### config.mk
export PLATFORM = sky130hd
export DESIGN_NAME = step_atten_ctrl
export DESIGN_NICKNAME = d
export VERILOG_FILES = /design/src/rtl/step_atten_ctrl.sv
export SDC_FILE = /design/constraint.sdc
export NUM_CORES = 1
export LEC_CHECK = 0
export BUFFER_PORTS_ARGS = -buffer_cell sky130_fd_sc_hd__buf_4
export CELL_PAD_IN_SITES_DETAIL_PLACEMENT = 0
export CELL_PAD_IN_SITES_GLOBAL_PLACEMENT = 1
export CORE_MARGIN = 2
export CORE_UTILIZATION = 40
export CTS_CLUSTER_DIAMETER = 80
export DETAILED_ROUTE_END_ITERATION = 8
export GPL_ROUTABILITY_DRIVEN = 0
export PLACE_DENSITY_LB_ADDON = 0.25
export SYNTH_ARGS = -nofsm -noshare
export SYNTH_HDL_FRONTEND = slang
export SYNTH_SLANG_ARGS = --single-unit
### constraint.sdc
create_clock -name clk -period 4.25 [get_ports clk]
set_input_delay 0 -clock clk [delete_from_list [all_inputs] [get_ports clk]]
set_output_delay 0 -clock clk [all_outputs]
set_load 0.005 [all_outputs]
### src/rtl/step_atten_ctrl.sv
module step_atten_ctrl #(
  parameter int WORD_W       = 6,
  parameter int SYNC_STAGES  = 2,
  parameter int PWRUP_CYCLES = 1000
) (
  input  logic              clk,
  input  logic              rst_n,
  input  logic              ser_mode_i,
  input  logic              sdat_i,
  input  logic              sclk_i,
  input  logic              latch_i,
  input  logic [WORD_W-1:0] par_i,
  input  logic [1:0]        preset_i,
  output logic [WORD_W-1:0] ctrl_o,
  output logic              sdo_o
);
  localparam int PIN_W = WORD_W + 6;
  localparam int CNT_W = $clog2(PWRUP_CYCLES + 1);
  localparam logic [CNT_W-1:0] CNT_LAST = CNT_W'(PWRUP_CYCLES - 1);

  logic [PIN_W-1:0] pins_raw, pins_s;
  logic [PIN_W-1:0] stage_q [SYNC_STAGES];

  assign pins_raw = {preset_i, par_i, latch_i, sclk_i, sdat_i, ser_mode_i};

  always_ff @(posedge clk or negedge rst_n) begin
    if (!rst_n) begin
      for (int i = 0; i < SYNC_STAGES; i++) stage_q[i] <= '0;
    end else begin
      stage_q[0] <= pins_raw;
      for (int i = 1; i < SYNC_STAGES; i++) stage_q[i] <= stage_q[i-1];
    end
  end

  assign pins_s = stage_q[SYNC_STAGES-1];

  logic              mode_s, sdat_s, sclk_s, latch_s;
  logic [WORD_W-1:0] par_s;
  logic [1:0]        preset_s;

  assign mode_s   = pins_s[0];
  assign sdat_s   = pins_s[1];
  assign sclk_s   = pins_s[2];
  assign latch_s  = pins_s[3];
  assign par_s    = pins_s[4 +: WORD_W];
  assign preset_s = pins_s[4 + WORD_W +: 2];

  logic sclk_prev_q, sclk_rise;

  always_ff @(posedge clk or negedge rst_n) begin
    if (!rst_n) sclk_prev_q <= 1'b0;
    else        sclk_prev_q <= sclk_s;
  end

  assign sclk_rise = sclk_s & ~sclk_prev_q;

  logic [CNT_W-1:0] cnt_q;
  logic             ready_q, expire;

  assign expire = !ready_q && (cnt_q == CNT_LAST);

  always_ff @(posedge clk or negedge rst_n) begin
    if (!rst_n) begin
      cnt_q   <= '0;
      ready_q <= 1'b0;
    end else if (!ready_q) begin
      if (expire) ready_q <= 1'b1;
      else        cnt_q   <= cnt_q + 1'b1;
    end
  end

  function automatic logic [WORD_W-1:0] preset_word(input logic [1:0] sel);
    logic [WORD_W-1:0] w;
    w = '1;
    case (sel)
      2'b00: w = '0;
      2'b01: begin w[WORD_W-1] = 1'b0; w[WORD_W-2] = 1'b0; end
      2'b10: w[WORD_W-1] = 1'b0;
      default: w = '1;
    endcase
    return w;
  endfunction

  logic [WORD_W-1:0] pwr_word, shreg_q;

  assign pwr_word = latch_s ? par_s : preset_word(preset_s);

  always_ff @(posedge clk or negedge rst_n) begin
    if (!rst_n) begin
      ctrl_o  <= '0;
      shreg_q <= '0;
      sdo_o   <= 1'b0;
    end else if (expire) begin
      ctrl_o  <= pwr_word;
      shreg_q <= pwr_word;
    end else if (ready_q) begin
      if (mode_s) begin
        if (latch_s) begin
          ctrl_o <= shreg_q;
        end else if (sclk_rise) begin
          shreg_q <= {shreg_q[WORD_W-2:0], sdat_s};
          sdo_o   <= shreg_q[WORD_W-1];
        end
      end else if (latch_s) begin
        ctrl_o <= par_s;
      end
    end
  end
endmodule

==> results.toml <==
[outcome]
status = "completed"

[global_route]
grt_pass1_wl_microns = 5706
grt_pass1_vias = 1200
grt_overflow = 0
antenna_found_initial = 0
grt_max_degree = 50
gr-usage-all-layers_pct = 14.31

[clock_tree]
path_clk_slew_ns = 0.09
cts_resized = 0
cts_root_buffer = "clkbuf_8"
cts_made_buffers = 5
post_cts_buffers = 0
clock_sinks = 49
holdBufCountCts = 13
htree_levels = 2
cts_tree = "done"
clkLatencyLatePin_ns = 0.29
cts_buffer_depth = 2

[placed_design]
placedCellCount = 207
dpl.hpwl_microns = 2062
io_buffer_count = 20
dp_slack_ns = 2.697

[timing]
worstMarginPinSlew_ns = 0.6008
finalSetupViolations = 0
hold_violations = 0
worst_slew_margin_rel_pct = 59.95
whs_ns = 0.2600
period_needed_ns = 1.597
period_share_pct = 37.58
fin_tns_setup_ns = 0
maxSlewViolCount = 0
setup_slack_ns = 2.653
grt_setup_unrepaired = "no"
clock.fmax_mhz = 626.2
skew_ns = 0.009154

[critical_path]
worst_ep_arrival_time_ns = 1.77
end_kind = "register"
start_kind = "register"
path_cells = "ha_1, nand2_1, and4bb_4, o21ai_0, a21boi_0"
cp.required_ns = 4.42
critPathMaxFanout = 14
crit_path_max_incr_delay_ns = 0.46
worst-setup-path-type = "reg -> reg"
cp_slowest_cell = "and4bb_4"

[power]
p_leak_nw = 1.094
p_per_area_nw_per_um2 = 354.1
vdd.ir_drop.worst_uv = 296.0

[floorplanning]
row_count = 24
dieArea_sq_um = 5246
core_area_sq_um = 4444
dieWidth_microns = 72.43
io_pins = 21
fp.dieH_microns = 72.43
initial_core_util_pct = 42.15

[drt]
drc = 0
drtIter0Drc = 58
routedWlPerCell_microns = 13.93
ant_nets = 0
drt-total-wl_microns = 3175
vias_per_cell = 4.925
num_vias = 1123
dr.pass1.iters = 4

[final_layout]
final_nets = 190
area_delta_synth_final_pct = 22.24
diodes = 0
stdcell_count = 228
drive_gt1_share_pct = 21.59

[yosys]
synth_area_sq_um = 1873
yosys_warnings = 0
synth.avg_cell_area_sq_um = 13.38
synth_cell_type_count = 29
yosysSeqAreaShare_pct = 65.46
synth_edf_count = 0
syn_inst = 140
synth-main-ff-cell = "dfrtp_1"
ys_async_sr_fraction_pct = 100.0
syn_nets = 155
yosys_register_bits = 49

[hold_path]
hold_class = "in -> async"

[run]
maxCapViolCount = 0
## synthesized netlist by cell type, drive strengths merged, types with 2 or more instances
cell type	number	area share, %
and2	2	0.67
a21oi	3	1.0
nand4	4	2.0
xor2	3	1.4
nor3	2	0.53
nor2	4	0.80
nor2b	5	1.7
o311a	4	2.1
o21ai	11	2.9
xnor2	4	1.9
buf	4	1.4
a21boi	4	1.6
nand2	15	3.0
mux2	3	2.0
dfrtp	49	65
inv	3	0.60
mux2i	12	6.4
## layout by cell type, fill, tap and decap left out, types with 2 or more instances in the layout
master and instances:
inv_1 3, xor2_1 3, nor2b_1 5, and2_1 2, xnor2_1 4, dlygate4sd3_1 13
mux2_2 2, a21oi_1 2, o311a_1 4, mux2i_1 12, buf_4 20, nor3_1 2
o21ai_0 11, nor2_1 4, nand4_2 2, nand2_1 15, a21boi_0 4, dfrtp_1 49
clkbuf_8 7, nand4_1 2
## sequential cells by signal, summed over array words and instances, names as in the netlist
name         cells
cnt_q           10
ctrl_o           6
pins_s          12
ready_q          1
sclk_prev_q      1
sdo_o            1
shreg_q          6
stage_q         12
## routing by layer
metal | GRT usage [%] | vias to the layer above | share of wire, %
met4 | 7.819 | 0 | 1.6
li1 | - | 547 | -
met5 | 0 | - | 0
met2 | 20.49 | 23 | 45
met3 | 3.750 | 5 | 4.2
met1 | 19.96 | 548 | 49
## power breakdown
part / internal [mW] / leakage (nW) / switching, mW / total [mW]
Clock: 0.147 / 0.0542 / 0.145 / 0.292
Sequential: 0.478 / 0.612 / 0.00763 / 0.485
Combinational: 0.0194 / 0.427 / 0.0138 / 0.0332
## worst max-delay path, delay by kind of cell, from the launching register on
family / cells / cell delay, ns
and+or+nand+nor: 2 / 0.56
DFF: 1 / 0.39
AOI/OAI and AO/OA: 2 / 0.33
adders and majority gates: 1 / 0.20
## layout make-up
class / count / area, sq um
clock buffer: 7 / 96.34
inverter: 3 / 11.26
multi-input combinational: 83 / 605.6
fill: 402 / 2155
tap: 52 / 65.06
timing repair buffer: 33 / 280.3
sequential: 49 / 1226
clock inverter: 1 / 5.005
## stage by stage
stage / cell area, sq um / power [mW] / util, %
after floorplan: 1873 / 0.4988 / -
after global placement: 2058 / 0.5183 / 46.31
after detailed placement: 2058 / 0.5195 / 46.31
after CTS: 2290 / 0.8198 / 51.52
after global routing: 2290 / 0.8466 / 51.52
final: 2290 / 0.8107 / 51.52
## final timing paths
path / startpoint / endpoint / slack, ns / cells past startpoint
max: cnt_q[0] / shreg_q[0] / 2.65 / 5
min: rst_n / ctrl_o[4] / 0.26 / 2
max reg2reg: cnt_q[0] / shreg_q[0] / 2.65 / 5
min reg2reg: stage_q[17] / pins_s[5] / 0.35 / 0
max in group asynchronous: rst_n / pins_s[6] / 3.58 / 2
min in group clk: par_i[1] / stage_q[17] / 0.35 / 2
## kinds of logic after synthesis
kind of cell,after synthesis,share of synthesized area [%]
simple gates,37,11.89
mux,15,8.417
buf+inv,8,2.204
xor+xnor,7,3.273
compound gates,23,8.083
flops,49,65.46
fa+ha+maj,1,0.6679
(Power assumes the default switching activity.)
